**config.mk**
```make
export PLATFORM = sky130hd
export DESIGN_NAME = pil_tracker
export DESIGN_NICKNAME = d
export VERILOG_FILES = /design/src/rtl/pil_pkg.sv /design/src/rtl/pil_prio_enc.sv /design/src/rtl/pil_class_dec.sv /design/src/rtl/pil_trap_state.sv /design/src/rtl/pil_tracker.sv
export SDC_FILE = /design/constraint.sdc
export NUM_CORES = 1
export LEC_CHECK = 0
export BUFFER_PORTS_ARGS = -buffer_cell sky130_fd_sc_hd__buf_2
export CORE_MARGIN = 4
export CORE_UTILIZATION = 45
export DETAILED_ROUTE_END_ITERATION = 16
export HOLD_SLACK_MARGIN = 0.02
export MAX_ROUTING_LAYER = met4
export PLACE_DENSITY_LB_ADDON = 0.2
export SYNTH_ARGS = -nofsm -noshare
export SYNTH_HDL_FRONTEND = slang
export SYNTH_SLANG_ARGS = --single-unit
```
**constraint.sdc**
```tcl
create_clock -name clk -period 3.2 [get_ports clk]
set_clock_uncertainty 0.15 [all_clocks]
set_input_delay 0.64 -clock clk [delete_from_list [all_inputs] [get_ports clk]]
set_output_delay 0.64 -clock clk [all_outputs]
set_load 0.005 [all_outputs]
```
**src/rtl/pil_pkg.sv**
```systemverilog
package pil_pkg;

  typedef enum logic [2:0] {
    ACT_HOLD   = 3'd0,
    ACT_TAKEN  = 3'd1,
    ACT_LOAD   = 3'd2,
    ACT_SELECT = 3'd3,
    ACT_CLEAR  = 3'd4
  } pil_act_e;

endpackage

```
**src/rtl/pil_prio_enc.sv**
```systemverilog
module pil_prio_enc #(
  parameter int NLVL = 16,
  localparam int LVLW = $clog2(NLVL)
) (
  input  logic [NLVL-1:0] vec,
  output logic            any,
  output logic [LVLW-1:0] sel
);
  logic [NLVL-1:0] upper_busy;

  // upper_busy[i] is set when some level above i is pending
  assign upper_busy[NLVL-1] = 1'b0;
  genvar g;
  generate
    for (g = NLVL - 2; g >= 1; g--) begin : g_busy
      assign upper_busy[g] = upper_busy[g+1] | vec[g+1];
    end
  endgenerate
  assign upper_busy[0] = 1'b0;

  always_comb begin
    sel = '0;
    for (int i = 1; i < NLVL; i++) begin
      if (vec[i] && !upper_busy[i]) sel = LVLW'(i);
    end
  end

  assign any = |vec[NLVL-1:1];
endmodule

```
**src/rtl/pil_class_dec.sv**
```systemverilog
module pil_class_dec #(
  parameter int IDXW = 8,
  parameter int LVLW = 4,
  parameter logic [IDXW-1:0] EXT_BASE = 8'h10
) (
  input  logic [IDXW-1:0] idx,
  output logic            is_idle,
  output logic            is_ext
);
  assign is_idle = (idx == '0);
  assign is_ext  = (idx[IDXW-1:LVLW] == EXT_BASE[IDXW-1:LVLW]);
endmodule

```
**src/rtl/pil_trap_state.sv**
```systemverilog
module pil_trap_state
  import pil_pkg::*;
#(
  parameter int IDXW = 8,
  parameter int LVLW = 4,
  parameter logic [IDXW-1:0] EXT_BASE = 8'h10
) (
  input  logic            clk,
  input  logic            rst_n,
  input  logic            taken,
  input  logic            load,
  input  logic [IDXW-1:0] load_code,
  input  logic            any,
  input  logic [LVLW-1:0] sel,
  input  logic            is_idle,
  input  logic            is_ext,
  output logic [IDXW-1:0] idx_q,
  output logic            req_q,
  output logic            new_q
);
  pil_act_e        act;
  logic [IDXW-1:0] cand;
  logic            eligible;

  assign cand     = EXT_BASE | IDXW'(sel);
  assign eligible = is_idle | is_ext;

  always_comb begin
    if (taken)                   act = ACT_TAKEN;
    else if (load)               act = ACT_LOAD;
    else if (any && eligible)    act = ACT_SELECT;
    else if (!any && is_ext)     act = ACT_CLEAR;
    else                         act = ACT_HOLD;
  end

  always_ff @(posedge clk) begin
    if (!rst_n) begin
      idx_q <= '0;
      req_q <= 1'b0;
      new_q <= 1'b0;
    end else begin
      new_q <= 1'b0;
      case (act)
        ACT_TAKEN: begin
          idx_q <= '0;
          req_q <= 1'b0;
        end
        ACT_LOAD:  idx_q <= load_code;
        ACT_SELECT: begin
          if (cand != idx_q) begin
            idx_q <= cand;
            req_q <= 1'b1;
            new_q <= 1'b1;
          end
        end
        ACT_CLEAR: begin
          idx_q <= '0;
          req_q <= 1'b0;
        end
        default: ;
      endcase
    end
  end
endmodule

```
**src/rtl/pil_tracker.sv**
```systemverilog
module pil_tracker #(
  parameter int NLVL = 16,
  parameter int IDXW = 8,
  parameter logic [IDXW-1:0] EXT_BASE = 8'h10,
  localparam int LVLW = $clog2(NLVL)
) (
  input  logic            clk,
  input  logic            rst_n,
  input  logic [NLVL-1:0] lvl_pend,
  input  logic            trap_load,
  input  logic [IDXW-1:0] trap_code,
  input  logic            trap_taken,
  output logic [IDXW-1:0] trap_idx,
  output logic            irq_req,
  output logic            irq_new
);
  logic            any;
  logic [LVLW-1:0] sel;
  logic            is_idle;
  logic            is_ext;

  pil_prio_enc #(.NLVL(NLVL)) u_enc (
    .vec (lvl_pend),
    .any (any),
    .sel (sel)
  );

  pil_class_dec #(.IDXW(IDXW), .LVLW(LVLW), .EXT_BASE(EXT_BASE)) u_cls (
    .idx     (trap_idx),
    .is_idle (is_idle),
    .is_ext  (is_ext)
  );

  pil_trap_state #(.IDXW(IDXW), .LVLW(LVLW), .EXT_BASE(EXT_BASE)) u_st (
    .clk       (clk),
    .rst_n     (rst_n),
    .taken     (trap_taken),
    .load      (trap_load),
    .load_code (trap_code),
    .any       (any),
    .sel       (sel),
    .is_idle   (is_idle),
    .is_ext    (is_ext),
    .idx_q     (trap_idx),
    .req_q     (irq_req),
    .new_q     (irq_new)
  );
endmodule

```
==> results of run 1 <==
==> flip-flops by register name (all words and copies together), names as in the netlist <==
name        cells
u_st.idx_q      8
u_st.new_q      1
u_st.req_q      1
==> metal layers <==
| metal | track usage [%] | vias up | routed length (microns) |
|---|---|---|---|
| met5 | - | - | 0 |
| li1 | - | 460 | - |
| met2 | 29.3 | 32 | 903 |
| met4 | 4.15 | 0 | 18 |
| met3 | 3.92 | 2 | 128 |
| met1 | 22.4 | 411 | 988 |
==> metrics by stage <==
stage / power, mW / std cells
after floorplan: 0.189 / 100
after global placement: 0.225 / 151
after detailed placement: 0.228 / 151
after CTS: 0.349 / 155
after global routing: 0.368 / 155
final: 0.348 / 155
==> power breakdown <==
part	internal, mW	switching, mW
clock	0.0692	0.0542
combinational	0.0409	0.0444
sequential	0.132	0.00816
total	0.242	0.107
==> layout by cell type, fill, tap and decap left out, types with 2 or more instances in the layout <==
master	n
sky130_fd_sc_hd__nand2_1	8
sky130_fd_sc_hd__a21oi_1	5
sky130_fd_sc_hd__a211oi_1	3
sky130_fd_sc_hd__dfxtp_1	10
sky130_fd_sc_hd__o211a_1	2
sky130_fd_sc_hd__nor4_1	6
sky130_fd_sc_hd__or4_4	2
sky130_fd_sc_hd__and3_1	3
sky130_fd_sc_hd__buf_2	36
sky130_fd_sc_hd__nor2_1	12
sky130_fd_sc_hd__clkbuf_4	3
sky130_fd_sc_hd__inv_1	6
sky130_fd_sc_hd__o21ai_0	9
sky130_fd_sc_hd__nor3_1	3
sky130_fd_sc_hd__mux2i_1	6
sky130_fd_sc_hd__nor2b_1	2
==> kinds of logic (layout without fill, tap and decap cells) <==
group           Yosys count  count (layout)  synth area share (%)
simple gates             47              47                  35.4
compound gates           29              29                  26.1
flops                    10              10                  25.6
buf+inv                   7              46                  4.16
mux                       6               6                  7.68
xor+xnor                  1               1                  1.12
==> critical path: stages <==
cell and delay (ns):
sky130_fd_sc_hd__buf_2 0.12, sky130_fd_sc_hd__or4_4 0.57, sky130_fd_sc_hd__nor4_1 0.30, sky130_fd_sc_hd__a211oi_1 0.12, sky130_fd_sc_hd__xor2_1 0.16, sky130_fd_sc_hd__and4_4 0.22, sky130_fd_sc_hd__o21ai_4 0.22, sky130_fd_sc_hd__mux2i_1 0.24
==> area by class of cell <==
class / instances / area [sq um] / share of cell area [%]
multi-input cells: 83 / 549 / 54.5
flip-flops and latches: 10 / 200 / 19.9
repair buffers: 36 / 180 / 17.9
clock buffers: 4 / 36.3 / 3.60
inverters: 6 / 22.5 / 2.23
well taps: 16 / 20.0 / 1.99
==> how the worst max path moves through the flow <==
stage,startpoint,endpoint,slack [ns],depth (start not counted)
2_1_floorplan,lvl_pend[8],u_st.idx_q[4]$_SDFFE_PN0P_,0.64,7
3_3_place_gp,lvl_pend[8],u_st.idx_q[4]$_SDFFE_PN0P_,0.40,8
3_5_place_dp,lvl_pend[8],u_st.idx_q[2]$_SDFFE_PN0P_,0.39,8
4_1_cts,lvl_pend[8],u_st.idx_q[2]$_SDFFE_PN0P_,0.65,8
5_1_grt,lvl_pend[8],u_st.idx_q[4]$_SDFFE_PN0P_,0.52,8
6_report,lvl_pend[8],u_st.idx_q[2]$_SDFFE_PN0P_,0.66,8
==> metrics.md, run 1 <==
| Metric | Value |
|---|---|
| Endpoint, Worst Hold | u_st.req_q$_SDFFE_PN0P_ |
| Leading area contributor after synthesis | sky130_fd_sc_hd__dfxtp_1 |
| Largest net degree at the start of global routing | 14 |
| Ys async rst share | 0% |
| Fin nets | approximately 170 |
| Slew at the pin closest to its max-slew limit | between 0.4 and 0.5 ns |
| MaxCap Viol Count | 0 |
| Growth of design area from synthesis to finish | 29.0% |
| Post-route standard cell area excluding fillers | around 0.001 sq mm |
| Worst setup slack for register-to-register paths | roughly 1.3 ns |
| Prevailing post-synth register cell | sky130_fd_sc_hd__dfxtp_1 |
| Initial antenna violation count | 0 |
| Clock transition at the registers of the reported paths | approximately 0.07 ns |
| First-pass detailed-route iteration total | 4 |
| Total number of vias | 905 |
| Detailed-route vias per instance | roughly 5.8 |
| DRT iter0 DRCs | 19 |
| DRC violations left | 0 |
| R2r endpoint | u_st.idx_q[2]$_SDFFE_PN0P_ |
| Setup repair after global routing missed its margin | false |
| Static power due to leakage | approximately 0.50 nW |
| Setup total negative slack | 0 ns |
| Warnings, synthesis | 0 |
| Number of cells on the worst reg-to-reg path | 4 |
| Final WL | between 2000 and 2500 microns |
| Cells taking the most area after synthesis | sky130_fd_sc_hd__dfxtp_1, sky130_fd_sc_hd__mux2i_1, sky130_fd_sc_hd__o21ai_0, sky130_fd_sc_hd__nor2_1, sky130_fd_sc_hd__nor4_1 |
| Count of flip-flops with a built-in enable after synthesis | 0 |
| H-Tree Depth | 1 |
| Required time of the critical path | 3.25 ns |
| Final core utilization | 64.0% |
| Share of the cycle needed by the critical path after routing | around 79% |
| Final count of pins violating max slew | 0 |
| Total half-perimeter wirelength after legalization and detailed placement | around 1700 microns |
| Root Buffer Master | sky130_fd_sc_hd__clkbuf_4 |
| Fill cell total of the finished layout | between 100 and 150 |
| Worst Setup End Kind | flop |
| Num ports | 38 |
| Post-Route Hold Slack | between 0.3 and 0.4 ns |
| Via count of the first global-routing pass | about 840 |
| PD cells | roughly 350 mW/mm^2 |
| Overall die width | 49.7 microns |
| Highest achievable clock rate | between 300 and 400 MHz |
| Avg Cell Area, Syn | ~7.8 sq um |
| Count of input and output buffers | 36 |
| Layout cell share with drive strength beyond 1 | a little over a third |
| Final Setup Violations | 0 |
| Clock latency reported for the late side of the worst-skew pair | around 0.28 ns |
| Startpoint class of the critical path | input pin |
| Startpoint of the most critical hold path | u_st.req_q$_SDFFE_PN0P_ |
| Worst min-delay path class | reg2reg |
| Hold buffer count at CTS | 0 |
| Area after DPL | roughly 970 sq um |
| Cell depth of the worst hold path | 1 |
| CTS tree | done |
| Average wire per standard cell | approximately 13 microns |
| Library cell with the highest instance count after synthesis | sky130_fd_sc_hd__nor2_1 |
| Number of register bits inferred by synthesis | 10 |
| Post-Syn Nets | 128 |
| All-Layer GR Usage | 17.9% |
| Worst setup margin | between 0.6 and 0.7 ns |
| Height of the chip | just under 50 microns |
| Startpoint of the most critical register-to-register path | u_st.idx_q[0]$_SDFFE_PN0P_ |
| Die area | about 0.0025 sq mm |
| Overflow left after global routing | 0 |
| Post-synthesis instance total | 100 |
| Kind of critical path | in2reg |
| Buffers from clock root to sink, at most | 2 |
| IR Drop Worst-Case VDD | about 0.26 mV |
| Post-cts gate resize count | 0 |
| Arrival time worst endpoint | 2.59 ns |
| Final Critical Period | about 2.5 ns |
| Effective utilization at floorplan | slightly below 50% |
| Number of endpoints with negative hold slack in the final report | 0 |
| Run status | finished, final reports clean |
| Total setup buffers inserted after CTS | 0 |
| Clock buffers created by TritonCTS | 3 |
| Relative max-transition margin | 66.8% |
| Commonest cells in the netlist | sky130_fd_sc_hd__nor2_1, sky130_fd_sc_hd__dfxtp_1, sky130_fd_sc_hd__o21ai_0, sky130_fd_sc_hd__nand2_1 |
| Standard-cell row count | 14 |
| Part of the Yosys area used for sequential elements | approximately 26% |
| DP Worst Slack | 0.386 ns |
| Final antenna-violating net count | 0 |
| Library cells used by synthesis | 37 |
| CTS Sinks | 10 |
| Antenna diodes | 0 |
| Portion of synthesized cell area occupied by the leading cell type | about 26% |
| Area of the core | roughly 0.0016 sq mm |
| First-pass GRT wire length | 3460 microns |
| Max FO, Critical Path | 5 |
| Routability congestion estimate | 0.847 |
| Netlist area before placement | between 700 and 800 sq um |
Power figures use the tool's default switching activity.
==> run 2: changes to the inputs <==
- ABC_AREA: default -> 1
- CORE_ASPECT_RATIO: default -> 0.7
- CORE_UTILIZATION: 45 -> 42
- clock period: 3.2 -> 2.1 ns (I/O delays scaled with it)
==> run 2 against run 1 <==
Effect of this change:
- clock power rose by 8%
- core utilization fell by 1.3 points
- critical path depth rose by 8
- total power rose by 51%
- sequential power rose by 54%
- cell area rose by 19%
- first-iteration DRC count rose by 68%
- critical path type unchanged
- largest power group unchanged
==> metrics.md, run 2 <==
| Metric | Value |
|---|---|
| Total power after layout | about 0.53 mW |
| Most common cell after layout, fill and taps aside | sky130_fd_sc_hd__buf_2 |
| Fin nets | ~220 |
| Clock latency reported for the late side of the worst-skew pair | between 0.2 and 0.3 ns |
| Final Instance Count excl. Fillers | 210 |
| Largest registers | u_st.idx_q (8), u_st.new_q (1), u_st.req_q (1) |
| Post-synthesis instance total | about 140 |
| Area fraction in compound gates after synthesis | between 15 and 20% |
| Slew at the pin closest to its max-slew limit | 0.498 ns |
| Initial antenna violation count | 0 |
| Largest net degree at the start of global routing | 13 |
| Post-synthesis mux area share | 0% |
| Final Critical Period | ~1.9 ns |
| Clock buffers created by TritonCTS | 3 |
| Worst Setup End Kind | flop |
| Layout cell share with drive strength beyond 1 | a little under two fifths |
| Top library cells by usage in the layout, fill and taps aside | sky130_fd_sc_hd__buf_2, sky130_fd_sc_hd__inv_1, sky130_fd_sc_hd__nand2_1, sky130_fd_sc_hd__nor2_1, sky130_fd_sc_hd__buf_4 |
| Post-Syn Nets | around 170 |
| Worst min-delay path class | in2reg |
| Count of flip-flops with a built-in enable after synthesis | 0 |
| Run status | finished, final reports clean |
| MaxCap Viol Count | 0 |
| Netlist area before placement | 883 sq um |
| Average wire per standard cell | 11.4 microns |
| Register with the most flip-flops | u_st.idx_q |
| Growth of design area from synthesis to finish | 36.1% |
| Routability congestion estimate | ~0.8 |
| DRC violations left | 0 |
| Total number of vias | between 1000 and 1500 |
| Antenna diodes | 0 |
| Detailed-route vias per instance | 4.95 |
| Root Buffer Master | sky130_fd_sc_hd__clkbuf_4 |
| Final count of pins violating max slew | 0 |
| Portion of synthesized cell area occupied by the leading cell type | 22.7% |
| Total half-perimeter wirelength after legalization and detailed placement | about 1900 microns |
| Fill cell total of the finished layout | roughly 190 |
| Static power due to leakage | between 0.6 and 0.7 nW |
| All-Layer GR Usage | around 18% |
| Num ports | 38 |
| Overall die width | 62.8 microns |
| Commonest cells in the netlist | sky130_fd_sc_hd__inv_1, sky130_fd_sc_hd__nand2_1, sky130_fd_sc_hd__nor2_1, sky130_fd_sc_hd__dfxtp_1, sky130_fd_sc_hd__nand3_1 |
| Required time of the critical path | around 2.1 ns |
| Simple-gate portion of the synthesized area | approximately 47% |
| DRT iter0 DRCs | 32 |
| Post-Route Hold Slack | 0.301 ns |
| Via count of the first global-routing pass | roughly 900 |
| IR Drop Worst-Case VDD | around 0.24 mV |
| Cells taking the most area after synthesis | sky130_fd_sc_hd__dfxtp_1, sky130_fd_sc_hd__inv_1, sky130_fd_sc_hd__nand2_1, sky130_fd_sc_hd__nor2_1, sky130_fd_sc_hd__nand4_1 |
| Clock transition at the registers of the reported paths | about 0.070 ns |
| Xor and xnor area share after synthesis | 0% |
| Final WL | about 2400 microns |
| Highest achievable clock rate | 517 MHz |
| Part of the Yosys area used for sequential elements | between 20 and 25% |
| Final Setup Violations | 0 |
| Main combinational cell family by area after synthesis | simple AND/OR/NAND/NOR gates |
| Max FO, Critical Path | 7 |
| First-pass GRT wire length | 3870 microns |
| Hold buffer count at CTS | 0 |
| Library cells used by synthesis | 29 |
| Area of the core | approximately 0.0019 sq mm |
| Number of register bits inferred by synthesis | 10 |
| Number of endpoints with negative hold slack in the final report | 0 |
| Buffers from clock root to sink, at most | 2 |
| Leading area contributor after synthesis | sky130_fd_sc_hd__dfxtp_1 |
| Kind of critical path | in2reg |
| Ys async rst share | 0% |
| Height of the chip | between 40 and 50 microns |
| Relative max-transition margin | 66.7% |
| Share of the cycle needed by the critical path after routing | 92.1% |
| Standard-cell row count | 13 |
| CTS tree | done |
| PD cells | ~440 mW/mm^2 |
| Avg Cell Area, Syn | 6.36 sq um |
| First-pass detailed-route iteration total | 4 |
| Arrival time worst endpoint | about 1.9 ns |
| Effective utilization at floorplan | between 40% and 50% |
| Prevailing post-synth register cell | sky130_fd_sc_hd__dfxtp_1 |
| H-Tree Depth | 1 |
| Count of input and output buffers | 36 |
| Warnings, synthesis | 0 |
| Share of synthesized cell area in full adder, half adder and majority cells | 0% |
| CTS Sinks | 10 |
| Overflow left after global routing | 0 |
| Number of flip-flops in the largest register | 8 |
| Startpoint class of the critical path | input pin |
| Final antenna-violating net count | 0 |
| Die area | between 0.002 and 0.003 sq mm |
| Instance count after placement with tap cells included | just over 200 |
[run 2: cell types whose count changed after synthesis, sizes merged, moves of 3 or more]
| cell | delta |
|---|---|
| a211oi | -3 |
| a22o | +4 |
| and3 | -3 |
| buf | +3 |
| inv | +21 |
| mux2i | -6 |
| nand2 | +22 |
| nand3 | +9 |
| nand4 | +7 |
| nor2 | +12 |
| nor4 | -6 |
| o21ai | -5 |
| or4 | -3 |
[run 2: cell families (layout without fill, tap and decap cells)]
family                 after synthesis  after routing
flip-flops                          10             10
AO/OA/AOI/OAI                       20             20
buffers and inverters               30             79
AND/OR/NAND/NOR                     79             79
[run 2: worst paths after layout]
check	start	to	slack, ns	depth (start not counted)
setup / recovery	lvl_pend[14]	u_st.idx_q[3]$_SDFFE_PN0P_	0.17	16
hold / removal	rst_n	u_st.idx_q[1]$_SDFFE_PN0P_	0.30	3
setup reg to reg	u_st.idx_q[5]$_SDFFE_PN0P_	u_st.idx_q[3]$_SDFFE_PN0P_	0.22	13
hold reg to reg	u_st.idx_q[6]$_SDFFE_PN0P_	u_st.idx_q[6]$_SDFFE_PN0P_	0.37	2
[run 2: per-layer routing]
metal | track usage (%) | up-vias | part of all wire [%]
li1 | - | 553 | -
met1 | 22.7 | 457 | 49
met2 | 27.1 | 28 | 44
met3 | 6.34 | 2 | 6.3
met4 | 2.63 | 0 | 0.29
met5 | - | - | 0
[run 2: repair_timing]
action / CTS / global route
buffers inserted: 0 / 3
endpoints found under the setup margin: 0 / 3
gates resized for setup: 0 / 1
[run 2: final cells by class]
type,instances,area [sq um],area share (%)
timing repair buffer,49,290,24.1
multi-input combinational,99,561,46.6
clock buffer,3,22.5,1.87
inverter,27,101,8.43
tap,22,27.5,2.29
sequential,10,200,16.6
[run 2: worst max-delay path: stages]
cell and delay [ns]:
sky130_fd_sc_hd__buf_2 0.12, sky130_fd_sc_hd__nor2_4 0.13, sky130_fd_sc_hd__nand2_4 0.08, sky130_fd_sc_hd__nor2_8 0.16
sky130_fd_sc_hd__nand4_1 0.16, sky130_fd_sc_hd__nand2_1 0.11, sky130_fd_sc_hd__nor2_1 0.05, sky130_fd_sc_hd__nand4_2 0.07
sky130_fd_sc_hd__nand2_1 0.05, sky130_fd_sc_hd__nand2_1 0.08, sky130_fd_sc_hd__nand3_2 0.10, sky130_fd_sc_hd__nand2_4 0.12
sky130_fd_sc_hd__buf_4 0.13, sky130_fd_sc_hd__nand3_1 0.07, sky130_fd_sc_hd__nand2_1 0.06, sky130_fd_sc_hd__nor2_1 0.04
[run 2: power breakdown]
group	leakage, nW	switching, mW	internal [mW]
clock network	0.0138	0.0668	0.0663
logic	0.599	0.0943	0.0842
registers	0.0823	0.0119	0.203
total	0.695	0.173	0.353
[run 2: per-stage QoR]
step	worst slack, ns	TNS [ns]	cell area, sq um	utilization [%]
final	0.167	0	1200	62.6
after detailed placement	-0.104	-0.373	1140	59.4
after global placement	-0.0544	-0.259	1140	59.4
after global routing	-0.00786	-0.0164	1200	62.6
after floorplan	0.232	0	883	-
after CTS	0.175	0	1160	60.6
